## src/rtl/chg_flag_pkg.sv

```systemverilog
package chg_flag_pkg;
  typedef struct packed {
    logic chg_full;
    logic act_empty;
    logic stby_empty;
    logic learn;
  } flag_t;
endpackage

```

## src/rtl/cfd_avg.sv

```systemverilog
module cfd_avg #(
  parameter int CUR_W    = 16,
  parameter int AVG_LOG2 = 3
) (
  input  logic                    clk_i,
  input  logic                    rst_ni,
  input  logic                    cyc_i,
  input  logic signed [CUR_W-1:0] curr_i,
  output logic                    upd_o,
  output logic signed [CUR_W-1:0] avg_nxt_o,
  output logic signed [CUR_W-1:0] iavg_o
);
  localparam int DEPTH = 1 << AVG_LOG2;
  localparam int SUM_W = CUR_W + AVG_LOG2;

  logic [AVG_LOG2-1:0]     ptr_q;
  logic signed [CUR_W-1:0] smp_q [DEPTH];
  logic signed [CUR_W-1:0] tap   [DEPTH];
  logic signed [SUM_W-1:0] sum;

  // the slot being written this strobe contributes the fresh sample
  for (genvar g = 0; g < DEPTH; g++) begin : g_tap
    assign tap[g] = (ptr_q == AVG_LOG2'(g)) ? curr_i : smp_q[g];
  end

  always_comb begin
    sum = '0;
    for (int i = 0; i < DEPTH; i++) sum = sum + SUM_W'(tap[i]);
  end

  assign upd_o     = cyc_i && (ptr_q == '1);
  assign avg_nxt_o = CUR_W'(sum >>> AVG_LOG2);

  always_ff @(posedge clk_i or negedge rst_ni) begin
    if (!rst_ni) begin
      ptr_q  <= '0;
      iavg_o <= '0;
      for (int i = 0; i < DEPTH; i++) smp_q[i] <= '0;
    end else if (cyc_i) begin
      smp_q[ptr_q] <= curr_i;
      ptr_q        <= ptr_q + 1'b1;
      if (upd_o) iavg_o <= avg_nxt_o;
    end
  end

  assert_avg_hold_R1: assert property (@(posedge clk_i) disable iff (!rst_ni)
    !cyc_i |=> $stable(iavg_o));
endmodule

```

## src/rtl/cfd_full.sv

```systemverilog
module cfd_full #(
  parameter int VOLT_W  = 16,
  parameter int CUR_W   = 16,
  parameter int PCT_W   = 8,
  parameter int THR_W   = 8,
  parameter int V_SH    = 2,
  parameter int I_SH    = 5,
  parameter int CLR_PCT = 90
) (
  input  logic                     clk_i,
  input  logic                     rst_ni,
  input  logic                     cyc_i,
  input  logic signed [VOLT_W-1:0] volt_i,
  input  logic [THR_W-1:0]         vchg_thr_i,
  input  logic [THR_W-1:0]         imin_thr_i,
  input  logic [PCT_W-1:0]         act_pct_i,
  input  logic                     upd_i,
  input  logic signed [CUR_W-1:0]  avg_nxt_i,
  output logic                     full_set_o,
  output logic                     chg_full_o
);
  localparam int VX_W = VOLT_W + 2;
  localparam int IX_W = CUR_W + 2;

  logic signed [VX_W-1:0] v_x, v_thr;
  logic signed [IX_W-1:0] a_x, i_thr;
  logic v_ok, qual, have_q;

  assign v_x   = VX_W'(volt_i);
  assign v_thr = $signed({{(VX_W-THR_W-V_SH){1'b0}}, vchg_thr_i, {V_SH{1'b0}}});
  assign a_x   = IX_W'(avg_nxt_i);
  assign i_thr = $signed({{(IX_W-THR_W-I_SH){1'b0}}, imin_thr_i, {I_SH{1'b0}}});

  assign v_ok       = v_x > v_thr;
  assign qual       = upd_i && v_ok && (a_x > 0) && (a_x < i_thr);
  assign full_set_o = qual && have_q;

  always_ff @(posedge clk_i or negedge rst_ni) begin
    if (!rst_ni) begin
      have_q     <= 1'b0;
      chg_full_o <= 1'b0;
    end else if (cyc_i) begin
      if (!v_ok)      have_q <= 1'b0;
      else if (upd_i) have_q <= qual;
      if (full_set_o)                        chg_full_o <= 1'b1;
      else if (act_pct_i < PCT_W'(CLR_PCT))  chg_full_o <= 1'b0;
    end
  end

  assert_no_set_low_v_R3: assert property (@(posedge clk_i) disable iff (!rst_ni)
    cyc_i && !v_ok && !chg_full_o |=> !chg_full_o);
  assert_full_clr_R4: assert property (@(posedge clk_i) disable iff (!rst_ni)
    cyc_i && !v_ok && (act_pct_i < PCT_W'(CLR_PCT)) |=> !chg_full_o);
endmodule

```

## src/rtl/cfd_empty.sv

```systemverilog
module cfd_empty #(
  parameter int VOLT_W  = 16,
  parameter int CUR_W   = 16,
  parameter int PCT_W   = 8,
  parameter int THR_W   = 8,
  parameter int V_SH    = 2,
  parameter int I_SH    = 7,
  parameter int CLR_PCT = 5
) (
  input  logic                     clk_i,
  input  logic                     rst_ni,
  input  logic                     cyc_i,
  input  logic signed [VOLT_W-1:0] volt_i,
  input  logic signed [CUR_W-1:0]  curr_i,
  input  logic [THR_W-1:0]         vemp_thr_i,
  input  logic [THR_W-1:0]         iemp_thr_i,
  input  logic [PCT_W-1:0]         act_pct_i,
  input  logic                     full_set_i,
  input  logic                     acr_zero_i,
  input  logic                     acr_load_i,
  input  logic                     sleep_i,
  output logic                     act_empty_o,
  output logic                     learn_o
);
  localparam int VX_W = VOLT_W + 2;
  localparam int IX_W = CUR_W + 2;

  logic signed [VX_W-1:0]  v_x, v_thr;
  logic signed [IX_W-1:0]  i_lim, c1_x, c2_x;
  logic signed [CUR_W-1:0] c1_q, c2_q;
  logic v_lo, vprev_hi_q, learn_set, learn_clr;

  assign v_x   = VX_W'(volt_i);
  assign v_thr = $signed({{(VX_W-THR_W-V_SH){1'b0}}, vemp_thr_i, {V_SH{1'b0}}});
  assign i_lim = -$signed({{(IX_W-THR_W-I_SH){1'b0}}, iemp_thr_i, {I_SH{1'b0}}});
  assign c1_x  = IX_W'(c1_q);
  assign c2_x  = IX_W'(c2_q);
  assign v_lo  = v_x < v_thr;

  assign learn_set = cyc_i && vprev_hi_q && v_lo && (c1_x < i_lim) && (c2_x < i_lim);
  assign learn_clr = acr_zero_i || acr_load_i || sleep_i || full_set_i;

  always_ff @(posedge clk_i or negedge rst_ni) begin
    if (!rst_ni) begin
      act_empty_o <= 1'b0;
      vprev_hi_q  <= 1'b0;
      c1_q        <= '0;
      c2_q        <= '0;
    end else if (cyc_i) begin
      if (v_lo)                              act_empty_o <= 1'b1;
      else if (act_pct_i > PCT_W'(CLR_PCT))  act_empty_o <= 1'b0;
      vprev_hi_q <= !v_lo;
      c1_q       <= curr_i;
      c2_q       <= c1_q;
    end
  end

  always_ff @(posedge clk_i or negedge rst_ni) begin
    if (!rst_ni)        learn_o <= 1'b0;
    else if (learn_clr) learn_o <= 1'b0;
    else if (learn_set) learn_o <= 1'b1;
  end

  assert_ae_set_R5: assert property (@(posedge clk_i) disable iff (!rst_ni)
    cyc_i && v_lo |=> act_empty_o);
  assert_learn_clr_R8: assert property (@(posedge clk_i) disable iff (!rst_ni)
    (acr_zero_i || acr_load_i || sleep_i) |=> !learn_o);
  assert_learn_strobe_R9: assert property (@(posedge clk_i) disable iff (!rst_ni)
    !cyc_i && !learn_o |=> !learn_o);
endmodule

```

## src/rtl/cfd_hyst.sv

```systemverilog
module cfd_hyst #(
  parameter int PCT_W     = 8,
  parameter int SET_BELOW = 10,
  parameter int CLR_ABOVE = 15
) (
  input  logic             clk_i,
  input  logic             rst_ni,
  input  logic             cyc_i,
  input  logic [PCT_W-1:0] pct_i,
  output logic             flag_o
);
  always_ff @(posedge clk_i or negedge rst_ni) begin
    if (!rst_ni) flag_o <= 1'b0;
    else if (cyc_i) begin
      if (pct_i < PCT_W'(SET_BELOW))      flag_o <= 1'b1;
      else if (pct_i > PCT_W'(CLR_ABOVE)) flag_o <= 1'b0;
    end
  end

  assert_hyst_clr_R6: assert property (@(posedge clk_i) disable iff (!rst_ni)
    cyc_i && (pct_i > PCT_W'(CLR_ABOVE)) |=> !flag_o);
  assert_hyst_set_R6: assert property (@(posedge clk_i) disable iff (!rst_ni)
    cyc_i && (pct_i < PCT_W'(SET_BELOW)) |=> flag_o);
endmodule

```

## src/rtl/chg_flag_det.sv

```systemverilog
module chg_flag_det #(
  parameter int VOLT_W     = 16,
  parameter int CUR_W      = 16,
  parameter int PCT_W      = 8,
  parameter int THR_W      = 8,
  parameter int AVG_LOG2   = 3,
  parameter int VTHR_SH    = 2,
  parameter int IMIN_SH    = 5,
  parameter int IEMP_SH    = 7,
  parameter int FULL_CLR   = 90,
  parameter int AE_CLR     = 5,
  parameter int SE_SET     = 10,
  parameter int SE_CLR     = 15
) (
  input  logic                     clk_i,
  input  logic                     rst_ni,
  input  logic                     cyc_i,
  input  logic signed [VOLT_W-1:0] volt_i,
  input  logic signed [CUR_W-1:0]  curr_i,
  input  logic [PCT_W-1:0]         act_pct_i,
  input  logic [PCT_W-1:0]         stby_pct_i,
  input  logic                     acr_zero_i,
  input  logic                     acr_load_i,
  input  logic                     sleep_i,
  input  logic [THR_W-1:0]         vchg_thr_i,
  input  logic [THR_W-1:0]         imin_thr_i,
  input  logic [THR_W-1:0]         vemp_thr_i,
  input  logic [THR_W-1:0]         iemp_thr_i,
  output logic                     chg_full_o,
  output logic                     act_empty_o,
  output logic                     stby_empty_o,
  output logic                     learn_o,
  output logic signed [CUR_W-1:0]  iavg_o
);
  import chg_flag_pkg::*;

  flag_t flags;
  logic upd, full_set;
  logic signed [CUR_W-1:0] avg_nxt;

  cfd_avg #(.CUR_W(CUR_W), .AVG_LOG2(AVG_LOG2)) u_avg (
    .clk_i, .rst_ni, .cyc_i, .curr_i,
    .upd_o(upd), .avg_nxt_o(avg_nxt), .iavg_o(iavg_o)
  );

  cfd_full #(.VOLT_W(VOLT_W), .CUR_W(CUR_W), .PCT_W(PCT_W), .THR_W(THR_W),
             .V_SH(VTHR_SH), .I_SH(IMIN_SH), .CLR_PCT(FULL_CLR)) u_full (
    .clk_i, .rst_ni, .cyc_i, .volt_i, .vchg_thr_i, .imin_thr_i, .act_pct_i,
    .upd_i(upd), .avg_nxt_i(avg_nxt), .full_set_o(full_set),
    .chg_full_o(flags.chg_full)
  );

  cfd_empty #(.VOLT_W(VOLT_W), .CUR_W(CUR_W), .PCT_W(PCT_W), .THR_W(THR_W),
              .V_SH(VTHR_SH), .I_SH(IEMP_SH), .CLR_PCT(AE_CLR)) u_empty (
    .clk_i, .rst_ni, .cyc_i, .volt_i, .curr_i, .vemp_thr_i, .iemp_thr_i,
    .act_pct_i, .full_set_i(full_set), .acr_zero_i, .acr_load_i, .sleep_i,
    .act_empty_o(flags.act_empty), .learn_o(flags.learn)
  );

  cfd_hyst #(.PCT_W(PCT_W), .SET_BELOW(SE_SET), .CLR_ABOVE(SE_CLR)) u_sby (
    .clk_i, .rst_ni, .cyc_i, .pct_i(stby_pct_i), .flag_o(flags.stby_empty)
  );

  assign chg_full_o   = flags.chg_full;
  assign act_empty_o  = flags.act_empty;
  assign stby_empty_o = flags.stby_empty;
  assign learn_o      = flags.learn;

  assert_full_only_upd_R2: assert property (@(posedge clk_i) disable iff (!rst_ni)
    !upd && !chg_full_o |=> !chg_full_o);
endmodule

```

## config.mk

```make
export PLATFORM = sky130hd
export DESIGN_NAME = chg_flag_det
export DESIGN_NICKNAME = d
export VERILOG_FILES = /design/src/rtl/chg_flag_pkg.sv /design/src/rtl/cfd_avg.sv /design/src/rtl/cfd_full.sv /design/src/rtl/cfd_empty.sv /design/src/rtl/cfd_hyst.sv /design/src/rtl/chg_flag_det.sv
export SDC_FILE = /design/constraint.sdc
export NUM_CORES = 1
export LEC_CHECK = 0
export CAP_MARGIN = 15
export CORE_UTILIZATION = 45
export DETAILED_ROUTE_END_ITERATION = 8
export PLACE_DENSITY = 0.61
export SYNTH_ARGS = -nofsm -noshare
export SYNTH_HDL_FRONTEND = slang
export SYNTH_SLANG_ARGS = --single-unit
```

## constraint.sdc

```tcl
create_clock -name clk_i -period 24.8 [get_ports clk_i]
set_input_delay 4.96 -clock clk_i [delete_from_list [all_inputs] [get_ports clk_i]]
set_output_delay 4.96 -clock clk_i [all_outputs]
set_load 0.005 [all_outputs]
```

==> reports/results.tsv <==
metric	value	unit
synthesis-stage register bit count	171	
setup TNS	0	ns
clk sinks	171	
ys flop type	dfrtp_1	
unique cell type count in the Yosys netlist	76	
wire length of the first global-routing pass	45630	um
fmax	0.07917	GHz
final-report hold violation count	0	
initial core utilization	46.02	%
# DRC	0	
WL/cell	17.61	um
Setup crit end kind	flip-flop	
Most common cell on crit path	fa_1	
antenna violations before repair	0	
CP Max Fanout	16	
final net count	1467	
Routed WL	28260	um
Die W	171.0	um
number of port buffers	103	
CTS tree	done	
grt ovf	0	
drt first pass iters	4	
RSZ-0062 raised after global routing	no	
fin. max-slew vios	0	
Max clock buf depth	2	
Final GP Congestion	0.8099	
crit path DAT	12.96	ns
Slew @ Worst Pin	1.086	ns
hold path startpoint	u_full.chg_full_o	
core area	27930	um^2
async set-or-reset flop fraction in the synthesized netlist	100.0	%
CTS buffer count	17	
Rel. slew slack	27.41	%
Die ar.	29250	um^2
Worst R2R End	u_empty.learn_o	
flop-to-flop setup slack	16.00	ns
routed vias	8515	
Yosys warning count	0	
Root Driver	clkbuf_16	
Area growth syn-to-layout	16.05	%
Skew-Pair Late Insertion Delay	0.43	ns
r2r worst-path depth	33	
Worst EP required	25.12	ns
Crit-path slowest cell	clkdlybuf4s50_1	
layout cells sized above 1	21.60	%
Crit path max-delay family	adder cells	
Hold Crit Class	reg2reg	
Synth Net Count	1380	
Worst R2R Start	u_avg.ptr_q[2]	
Reg clk slew, reported paths	0.07	ns
Max-Cap Viols	0	
Hold Path Depth	2	
Worst path max stage delay	0.67	ns
final setup vio count	0	
vias in the first global route	8742	
status	finished, final reports clean	
DR iter-0 viols	357	
Detailed Place HPWL	20600	um
Vias/cell	5.305	
sequential area share after synthesis	33.28	%
CP bufs+invs	4	
# rows	61	
CTS H-tree depth	4	
PostCTS Resize Cnt	0	
DRT antenna net count	0	
Total GRT Usage	20.28	%
Post-CTS Setup Repair Bufs	0	
largest net degree at the start of global routing	92	
Post-Syn Area per Cell	11.41	um^2
fin crit share	50.93	%
Clock Skew	0.01361	ns
Syn Inst Count	1127	
Top Ports	106	
Mapped Area	12860	um^2
Antenna Cells	0	
Worst setup SP type	input port	
Hold EP	u_full.chg_full_o	
Post-synth EDFFs	0	
kind of critical path	in2reg	
die height	171.0	um
Post-CTS Hold Fix Bufs	0	
Tmin final	12.63	ns
## tightest hold or removal path: stages, from the launching register on
cell	delay [ns]
dfrtp_1	0.35
nand2_1	0.05
nand2_1	0.05
## per-layer routing
| layer | wire length [um] | global-route usage [%] | vias up |
|---|---|---|---|
| met4 | 346 | 5.047 | 0 |
| li1 | - | - | 4104 |
| met2 | 12900 | 33.05 | 143 |
| met1 | 13890 | 28.19 | 4250 |
| met3 | 1122 | 3.146 | 18 |
| met5 | 0 | 0 | - |
## layout by cell type (no fill, tap or decap), types with 8 or more instances in the layout
cell             Yosys  layout
a21oi_1             24      24
clkbuf_16            0      17
nand3_1              8       8
o21ai_0             31      31
clkdlybuf4s50_1      0     102
xor2_1              11      11
nand2_1             41      41
nor3_1              15      11
o21a_1              11      11
xnor2_1             20      20
a21o_1              11      11
ha_1                82      82
mux2_2             195     195
mux2i_1             89      89
inv_1              135     135
fa_1                85      85
dfrtp_1            171     171
nor2_1              32      32
buf_4                1      13
## stage by stage
stage / hold WS, ns / std cells / setup WS, ns / utilization, % / area (um^2)
after global routing: 0.4952 / 1605 / 11.76 / 53.41 / 14920
after floorplan: 0.4506 / 1127 / 13.11 / - / 12860
after CTS: 0.4815 / 1604 / 12.12 / 53.31 / 14890
after detailed placement: 0.4640 / 1572 / 11.68 / 51.16 / 14290
final: 0.4737 / 1605 / 12.17 / 53.41 / 14920
after global placement: 0.4549 / 1571 / 11.72 / 51.10 / 14270
## Yosys cell counts (7+ instances only)
cell type	number	share of area (%)
mux2_2	195	17
dfrtp_1	171	33
inv_1	135	3.9
mux2i_1	89	6.9
fa_1	85	13
ha_1	82	8.0
nand2_1	41	1.2
clkbuf_1	35	1.0
nor2_1	32	0.93
o21ai_0	31	1.2
a21oi_1	24	0.93
xnor2_1	20	1.4
nor3_1	15	0.58
a21o_1	11	0.64
o21a_1	11	0.64
xor2_1	11	0.75
nand3_1	8	0.31
buf_1	7	0.20
nor2b_1	7	0.34
## state kept, by name, indices dropped and copies added, names as in the netlist
register / cells
u_full.chg_full_o: 1
u_empty.learn_o: 1
u_empty.act_empty_o: 1
u_full.have_q: 1
u_empty.c1_q: 9
u_empty.vprev_hi_q: 1
u_sby.flag_o: 1
u_avg.ptr_q: 3
u_avg.smp_q: 128
u_avg.iavg_o: 16
u_empty.c2_q: 9
## cell type report
type | count | area, um^2
repair buffers | 118 | 1172
well taps | 378 | 473.0
inverters | 136 | 510.5
clock buffers | 21 | 470.5
flip-flops and latches | 171 | 4279
multi-input cells | 770 | 7883
clock inverters | 11 | 131.4
fillers | 2534 | 13020
## logic make-up (layout without fill, tap and decap cells)
| logic type | Yosys count | after routing | share of synthesized area (%) |
|---|---|---|---|
| muxes | 284 | 284 | 24.01 |
| buffers and inverters | 186 | 286 | 5.577 |
| and+or+nand+nor | 148 | 148 | 5.956 |
| AOI/OAI and AO/OA | 139 | 139 | 7.757 |
| adders and majority gates | 168 | 168 | 21.30 |
| xor gates and xnor gates | 31 | 31 | 2.112 |
| DFF | 171 | 171 | 33.28 |
## worst max path at each step
stage,startpoint,endpoint,slack (ns),cells after the start
final,curr_i[1],u_empty.learn_o,12.17,31
after global placement,curr_i[1],u_empty.learn_o,11.72,31
after detailed placement,curr_i[1],u_empty.learn_o,11.68,31
after global routing,curr_i[1],u_empty.learn_o,11.76,31
after CTS,curr_i[1],u_empty.learn_o,12.12,31
after floorplan,curr_i[1],u_empty.learn_o,13.11,31
Power is left out: the tool's default activity adds up to more than one toggle a clock period on the data nets, which glitch-free logic cannot reach.
